File: src/rtl/smi_group.sv
module smi_group #(
  parameter int NREG       = 5,
  parameter int RW         = 8,
  parameter int AW         = 3,
  parameter int MASTER_REG = 1,
  parameter int MASTER_BIT = 7,
  parameter int BUF_BIT    = 7,
  parameter int POL_BIT    = 1
) (
  input  logic               clk,
  input  logic               rst_n,
  input  logic               wr_en,
  input  logic [AW-1:0]      addr,
  input  logic [RW-1:0]      wdata,
  output logic [RW-1:0]      rdata,
  input  logic [NREG*RW-1:0] src_req,
  output logic               pin_oe,
  output logic               pin_do
);
  localparam int NSRC     = NREG * RW;
  localparam int CTL_ADDR = NREG;
  localparam int GATE_POS = MASTER_REG * RW + MASTER_BIT;

  logic [NREG-1:0][RW-1:0] en_q;
  logic                    push_pull_q;
  logic                    act_high_q;

  for (genvar k = 0; k < NREG; k++) begin : g_en
    always_ff @(posedge clk or negedge rst_n)
      if (!rst_n) en_q[k] <= '0;
      else if (wr_en && addr == AW'(k)) en_q[k] <= wdata;
  end

  always_ff @(posedge clk or negedge rst_n)
    if (!rst_n) begin
      push_pull_q <= 1'b0;
      act_high_q  <= 1'b0;
    end else if (wr_en && addr == AW'(CTL_ADDR)) begin
      push_pull_q <= wdata[BUF_BIT];
      act_high_q  <= wdata[POL_BIT];
    end

  always_comb begin
    rdata = '0;
    for (int k = 0; k < NREG; k++)
      if (addr == AW'(k)) rdata = en_q[k];
    if (addr == AW'(CTL_ADDR)) begin
      rdata[BUF_BIT] = push_pull_q;
      rdata[POL_BIT] = act_high_q;
    end
  end

  logic [NSRC-1:0] src_mask;
  always_comb begin
    src_mask = en_q;
    src_mask[GATE_POS] = 1'b0;
  end

  wire merged = |(src_req & src_mask) & en_q[MASTER_REG][MASTER_BIT];
  wire level  = act_high_q ? merged : ~merged;

  always_ff @(posedge clk or negedge rst_n)
    if (!rst_n) begin
      pin_oe <= 1'b0;
      pin_do <= 1'b0;
    end else begin
      pin_oe <= push_pull_q | ~level;
      pin_do <= push_pull_q & level;
    end
endmodule


File: config.mk
export PLATFORM = sky130hd
export DESIGN_NAME = smi_group
export DESIGN_NICKNAME = d
export VERILOG_FILES = /design/src/rtl/smi_group.sv
export SDC_FILE = /design/constraint.sdc
export NUM_CORES = 1
export LEC_CHECK = 0
export BUFFER_PORTS_ARGS = -buffer_cell sky130_fd_sc_hd__buf_2
export CORE_UTILIZATION = 52
export DETAILED_ROUTE_END_ITERATION = 6
export HOLD_SLACK_MARGIN = 0.05
export PLACE_DENSITY = 0.84
export SYNTH_ARGS = -nofsm -noshare
export SYNTH_HDL_FRONTEND = slang
export SYNTH_SLANG_ARGS = --single-unit
export TNS_END_PERCENT = 20
File: constraint.sdc
create_clock -name clk -period 1.61 [get_ports clk]
set_input_delay 0.161 -clock clk [delete_from_list [all_inputs] [get_ports clk]]
set_output_delay 0.161 -clock clk [all_outputs]
set_load 0.1 [all_outputs]
==> out/results.ini, run 1 <==
[run_status]
status = complete, but fails checks
violations = setup timing

[timing]
relSlewSlack = 0.664
tightestPinTransition_ps = 504
finalHoldViolCount = 0
rsz0062_at_grt = yes
whs_ps = 154
period_share = 1.03
clock_skew_ps = 7.30
fmax_mhz = 603
slew_violations = 0
setup_viol_count_final = 6
setup_ws_ps = -49.8
min_period_ps = 1660

[routing]
wirelength_mm = 6.53
antenna_left = 0
drc_errors = 0
dr.first_iter.drc_count = 137
vias = 1963
via_per_inst = 6.17
drt-pass1-iter-count = 5
wl_per_cell_um = 20.5

[floorplanning]
die_w_um = 68.0
ioPinCount = 64
rows = 23
coreArea_sq_um = 4090
die_h_um = 68.0
start_util = 0.554
dieArea_sq_um = 4620

[critical_path]
cp-start-kind = flip-flop
cp_data_arrival_time_ps = 1500
crit_slowest_cell = mux4_2
worstPathRequired_ps = 1450
cp-end-kind = output port
cp_cell_sequence = mux4_2, inv_2, o21ai_4, buf_12
r2r_slack_ps = -30
path_max_fanout = 3
max_stage_delay_ps = 470
crit_type = flip-flop to output port

[synth]
synth_edf_count = 0
synthArstFlopShare = 1.00
synth_flop_cell = dfrtp_1
syn-instance-count = 181
ys_seq_area_frac = 0.486
ys_ff_latch = 44
syn_area_sq_um = 2260
netlist.top_cell.by_area = dfrtp_1
synth_top_area_share = 0.486
synth_area_leaders = dfrtp_1 49%, mux2_2 24%, a22oi_1 9.9%
ys_types = 32
syn-num-nets = 235
postSynthAreaPerCell_sq_um = 12.5
yosys_warnings = 0

[placement]
gp_congestion = 0.889
post-place-ws_ps = -184
dp_hpwl_mm = 4.76
port_buffers = 62
place_area_sq_um = 3040

[clock_network]
cts.reportedPaths.clkPinSlew_ps = 80
cts.sinks = 44
cts_tree = yes
cts_buffer_depth = 2
clockRootBuffer = clkbuf_8
numCtsBuffers = 5
htreeDepth = 2
clk_latency_ps = 300

[flow_run]
drv_cap = 0

[global_routing]
grt-ovfl-total = 0
antenna_found_initial = 0
grt_pass1_vias = 1978
grt_use_total = 0.303
grt_pass1_wl_mm = 9.85
grt_max_degree = 25

[layout]
fin_area_sq_um = 3210
diodes = 0
num-nets-final = 321
layout-drive-gt1-share = 0.623
syn_to_final_growth_pct = 41.5

[hold_path]
min_path_type = input port to flip-flop

[pwr]
power.density_nw_per_um2 = 1170
irDropWorstVdd_mv = 0.878
leakage_nw = 1.41

## routing by layer
layer	vias to the layer above	wire, um	global-route usage
met5	-	0	0
met4	0	169	0.151
met3	18	449	0.0700
met2	89	3190	0.483
met1	965	2720	0.384
li1	891	-	-
## synth_stat cells (2+ instances only)
master,instances
nand4_1,3
nor2b_1,3
nor3_1,2
buf_2,6
nand3_1,3
nand2_1,6
mux2_2,49
o22ai_1,5
dfrtp_1,44
nor4bb_1,2
and3_1,2
clkbuf_1,3
nor2_1,4
o221ai_1,2
a22oi_1,30
## cell type report
type	instances	area, sq um
Sequential cell	44	1100
Tap cell	50	62.6
Timing Repair Buffer	89	686
Multi-Input combinational cell	126	1260
Inverter	1	3.75
Clock buffer	8	90.1
Fill cell	251	881
## sequential cells by signal, summed over array words and instances, names as in the netlist
| signal | cells |
|---|---|
| pin_do | 1 |
| pin_oe | 1 |
| en_q | 40 |
| push_pull_q | 1 |
| act_high_q | 1 |
## cell usage in the layout, fill, tap and decap left out, types with 2 or more instances in the layout
cell type,Yosys,routed
a22oi_1,30,23
a22oi_2,0,7
and3_1,2,2
buf_12,0,12
buf_2,6,54
buf_4,1,22
clkbuf_1,3,2
clkbuf_8,0,6
dfrtp_1,44,44
mux2_2,49,49
nand2_1,6,6
nand3_1,3,3
nand4_1,3,3
nor2_1,4,3
nor2_2,1,2
nor2b_1,3,2
nor4bb_1,2,2
o221ai_4,0,2
o22ai_2,0,2
o22ai_4,0,3
## worst max-delay path, delay by kind of cell, from the launching register on
family	cells	cell delay [ps]
buffers and inverters	2	250
flip-flops	1	420
AO/OA/AOI/OAI	1	60
multiplexers	1	470
## stage by stage
stage / std cells / utilization / TNS [ps] / total power, W
floorplan: 181 / - / -531 / 0.00248
global placement: 308 / 0.744 / -259 / 0.00294
detailed placement: 308 / 0.744 / -1030 / 0.00298
CTS: 318 / 0.781 / -98.2 / 0.00373
global route: 318 / 0.784 / -609 / 0.00392
finish: 318 / 0.784 / -161 / 0.00375
## path summary, 6_finish.rpt
path,cells past startpoint,from,to
hold reg to reg,1,en_q[29]$_DFFE_PN0P_,en_q[29]$_DFFE_PN0P_
max in group asynchronous,3,rst_n,en_q[29]$_DFFE_PN0P_
min in group asynchronous,2,rst_n,en_q[33]$_DFFE_PN0P_
hold / removal,2,wdata[5],en_q[21]$_DFFE_PN0P_
setup reg to reg,6,en_q[2]$_DFFE_PN0P_,pin_oe$_DFF_PN0_
setup / recovery,4,en_q[6]$_DFFE_PN0P_,rdata[6]
## where the power goes
part,internal (W),leakage [nW],switching [W]
Combinational,0.000646,0.836,0.000808
Clock,0.000350,0.0455,0.000359
Sequential,0.00136,0.528,0.000233
## kinds of logic (layout without fill, tap and decap cells)
kind of cell / Yosys count / count (layout) / synth area share
AO/OA/AOI/OAI: 44 / 44 / 0.145
buffers and inverters: 11 / 98 / 0.0232
flip-flops: 44 / 44 / 0.486
multiplexers: 50 / 50 / 0.254
AND/OR/NAND/NOR: 32 / 32 / 0.0923
## what timing repair did
action / in CTS / in global routing
setup endpoints to repair: 10 / 9
setup buffers: 1 / 0
endpoints found under the hold margin: 20 / 0
pin swaps: 0 / 1
hold buffers: 1 / 0
resized for setup: 10 / 3
Power figures use the tool's default switching activity.
==> run 2: changes to the inputs <==
--- a/config.mk
+++ b/config.mk
@@ -6,10 +6,11 @@
 export NUM_CORES = 1
 export LEC_CHECK = 0
 export BUFFER_PORTS_ARGS = -buffer_cell sky130_fd_sc_hd__buf_2
-export CORE_UTILIZATION = 52
+export CORE_UTILIZATION = 25
 export DETAILED_ROUTE_END_ITERATION = 6
+export GPL_TIMING_DRIVEN = 0
 export HOLD_SLACK_MARGIN = 0.05
-export PLACE_DENSITY = 0.84
+export PLACE_DENSITY = 0.48
 export SYNTH_ARGS = -nofsm -noshare
 export SYNTH_HDL_FRONTEND = slang
 export SYNTH_SLANG_ARGS = --single-unit
==> out/results.ini, run 2 (synthesis results as in run 1) <==
[run_status]
status = complete, but fails checks
violations = setup timing

[placement]
place_area_sq_um = 2800  ; -7.9%
dp_hpwl_mm = 5.26  ; +11%
gp_congestion = 0.740  ; -17%
port_buffers = 61  ; -1.6%
dp_cells = 350  ; +14%

[clock_network]
clockRootBuffer = clkbuf_8
numCtsBuffers = 5  ; unchanged
cts.reportedPaths.clkPinSlew_ps = 90  ; about the same
cts_hold_buf = 0  ; -1
cts_tree = yes
htreeDepth = 2  ; unchanged
cts.sinks = 44  ; unchanged
clk_latency_ps = 290  ; about the same
cts_buffer_depth = 2  ; unchanged

[layout]
syn_to_final_growth_pct = 35.5
fin_cells = 359  ; +13%
final_common_cell = buf_2
layout-drive-gt1-share = 0.610  ; -0.0136
post-route-util = 0.350  ; -0.434
largest_reg_flops = 40  ; unchanged
diodes = 0  ; unchanged
num-nets-final = 305  ; -5.0%
largest-register = en_q
fin_area_sq_um = 3070  ; -4.3%
layout_common_cells = 58 x buf_2, 48 x mux2_2, 43 x dfrtp_1

[global_routing]
grt-ovfl-total = 0  ; unchanged
grt_max_degree = 45  ; +80%
antenna_found_initial = 0  ; unchanged
grt_use_total = 0.160  ; -0.143
grt_pass1_wl_mm = 11.3  ; +15%
grt_pass1_vias = 1967  ; -0.56%

[routing]
drt-pass1-iter-count = 4  ; -1
via_per_inst = 5.11  ; -17%
wirelength_mm = 7.22  ; +11%
antenna_left = 0  ; unchanged
dr.first_iter.drc_count = 55  ; -60%
vias = 1836  ; -6.5%
drc_errors = 0  ; unchanged
wl_per_cell_um = 20.1  ; -2.1%

[critical_path]
cp_data_arrival_time_ps = 1520  ; +20 ps
path_max_fanout = 3  ; unchanged
crit_type = flip-flop to output port
cp-start-kind = flip-flop
cp-end-kind = output port
worstPathRequired_ps = 1450  ; about the same

[timing]
setup_ws_ps = -74.8  ; -25.1 ps
setup_viol_count_final = 8  ; +2
tightestPinTransition_ps = 1050  ; +545 ps
min_period_ps = 1680  ; +25.1 ps
rsz0062_at_grt = yes
fmax_mhz = 594  ; -1.5%
finalHoldViolCount = 0  ; unchanged
clock_skew_ps = 4.81  ; -2.49 ps
period_share = 1.05  ; +0.0156
relSlewSlack = 0.301  ; -0.363
whs_ps = 49.9  ; -104 ps
slew_violations = 0  ; unchanged

[floorplanning]
die_h_um = 97.2  ; +43%
start_util = 0.258  ; -0.296
coreArea_sq_um = 8760  ; +110%
rows = 34  ; +48%
die_w_um = 97.2  ; +43%
ioPinCount = 64  ; unchanged
dieArea_sq_um = 9440  ; +100%

[pwr]
leakage_nw = 1.31  ; -7.3%
power.density_nw_per_um2 = 1200  ; +2.5%
power_w = 0.00368  ; -1.9%
irDropWorstVdd_mv = 0.459  ; -48%

[hold_path]
min_path_type = input port to asynchronous set/reset pin

[flow_run]
drv_cap = 0  ; unchanged

run 2: report_power, final:
group / total (W) / switching [W] / internal [W]
sequential: 0.00159 / 0.000233 / 0.00136
combinational: 0.00140 / 0.000801 / 0.000603
clock: 0.000687 / 0.000393 / 0.000295
run 2: repair_timing:
| item | CTS | global route |
|---|---|---|
| pin swaps | 2 | 1 |
| buffers inserted | 2 | 0 |
| setup endpoints to repair | 10 | 10 |
| gates resized for setup | 45 | 3 |
run 2: stage by stage:
step	setup slack (ps)	TNS, ps
5_1_grt	-146	-906
6_report	-74.8	-247
2_1_floorplan	-182	-531
3_3_place_gp	-302	-4270
3_5_place_dp	-314	-4650
4_1_cts	-90.4	-418
run 2: final timing paths:
path | from | end | slack [ps] | depth (start not counted)
worst max register to register | en_q[1]$_DFFE_PN0P_ | pin_oe$_DFF_PN0_ | -30 | 5
worst min-delay path | rst_n | en_q[7]$_DFFE_PN0P_ | 50 | 1
min in group clk | wdata[5] | en_q[21]$_DFFE_PN0P_ | 160 | 2
worst max-delay path | en_q[9]$_DFFE_PN0P_ | rdata[1] | -70 | 4
worst min register to register | en_q[11]$_DFFE_PN0P_ | en_q[11]$_DFFE_PN0P_ | 540 | 1
max in group asynchronous | rst_n | en_q[9]$_DFFE_PN0P_ | 860 | 1
run 2: per-layer routing:
| metal | GRT usage | wire length, um | up-vias |
|---|---|---|---|
| met1 | 0.222 | 3390 | 930 |
| met3 | 0.0345 | 324 | 8 |
| met2 | 0.256 | 3450 | 48 |
| li1 | - | - | 850 |
| met4 | 0.0344 | 53 | 0 |
| met5 | 0 | 0 | - |
run 2: final cells by class:
class                           instances  area (sq um)
Buffer                                 10          57.6
Clock buffer                            5          68.8
Clock inverter                          2          12.5
Fill cell                             888          5690
Inverter                                1          3.75
Multi-Input combinational cell        126          1260
Sequential cell                        44          1100
Tap cell                              108           135
Timing Repair Buffer                   63           425
run 2: critical path, cell delays in order (launching register included):
cell and delay [ps]:
dfrtp_2 440, mux2_2 280, a22oi_2 180, o221ai_4 130, buf_12 190
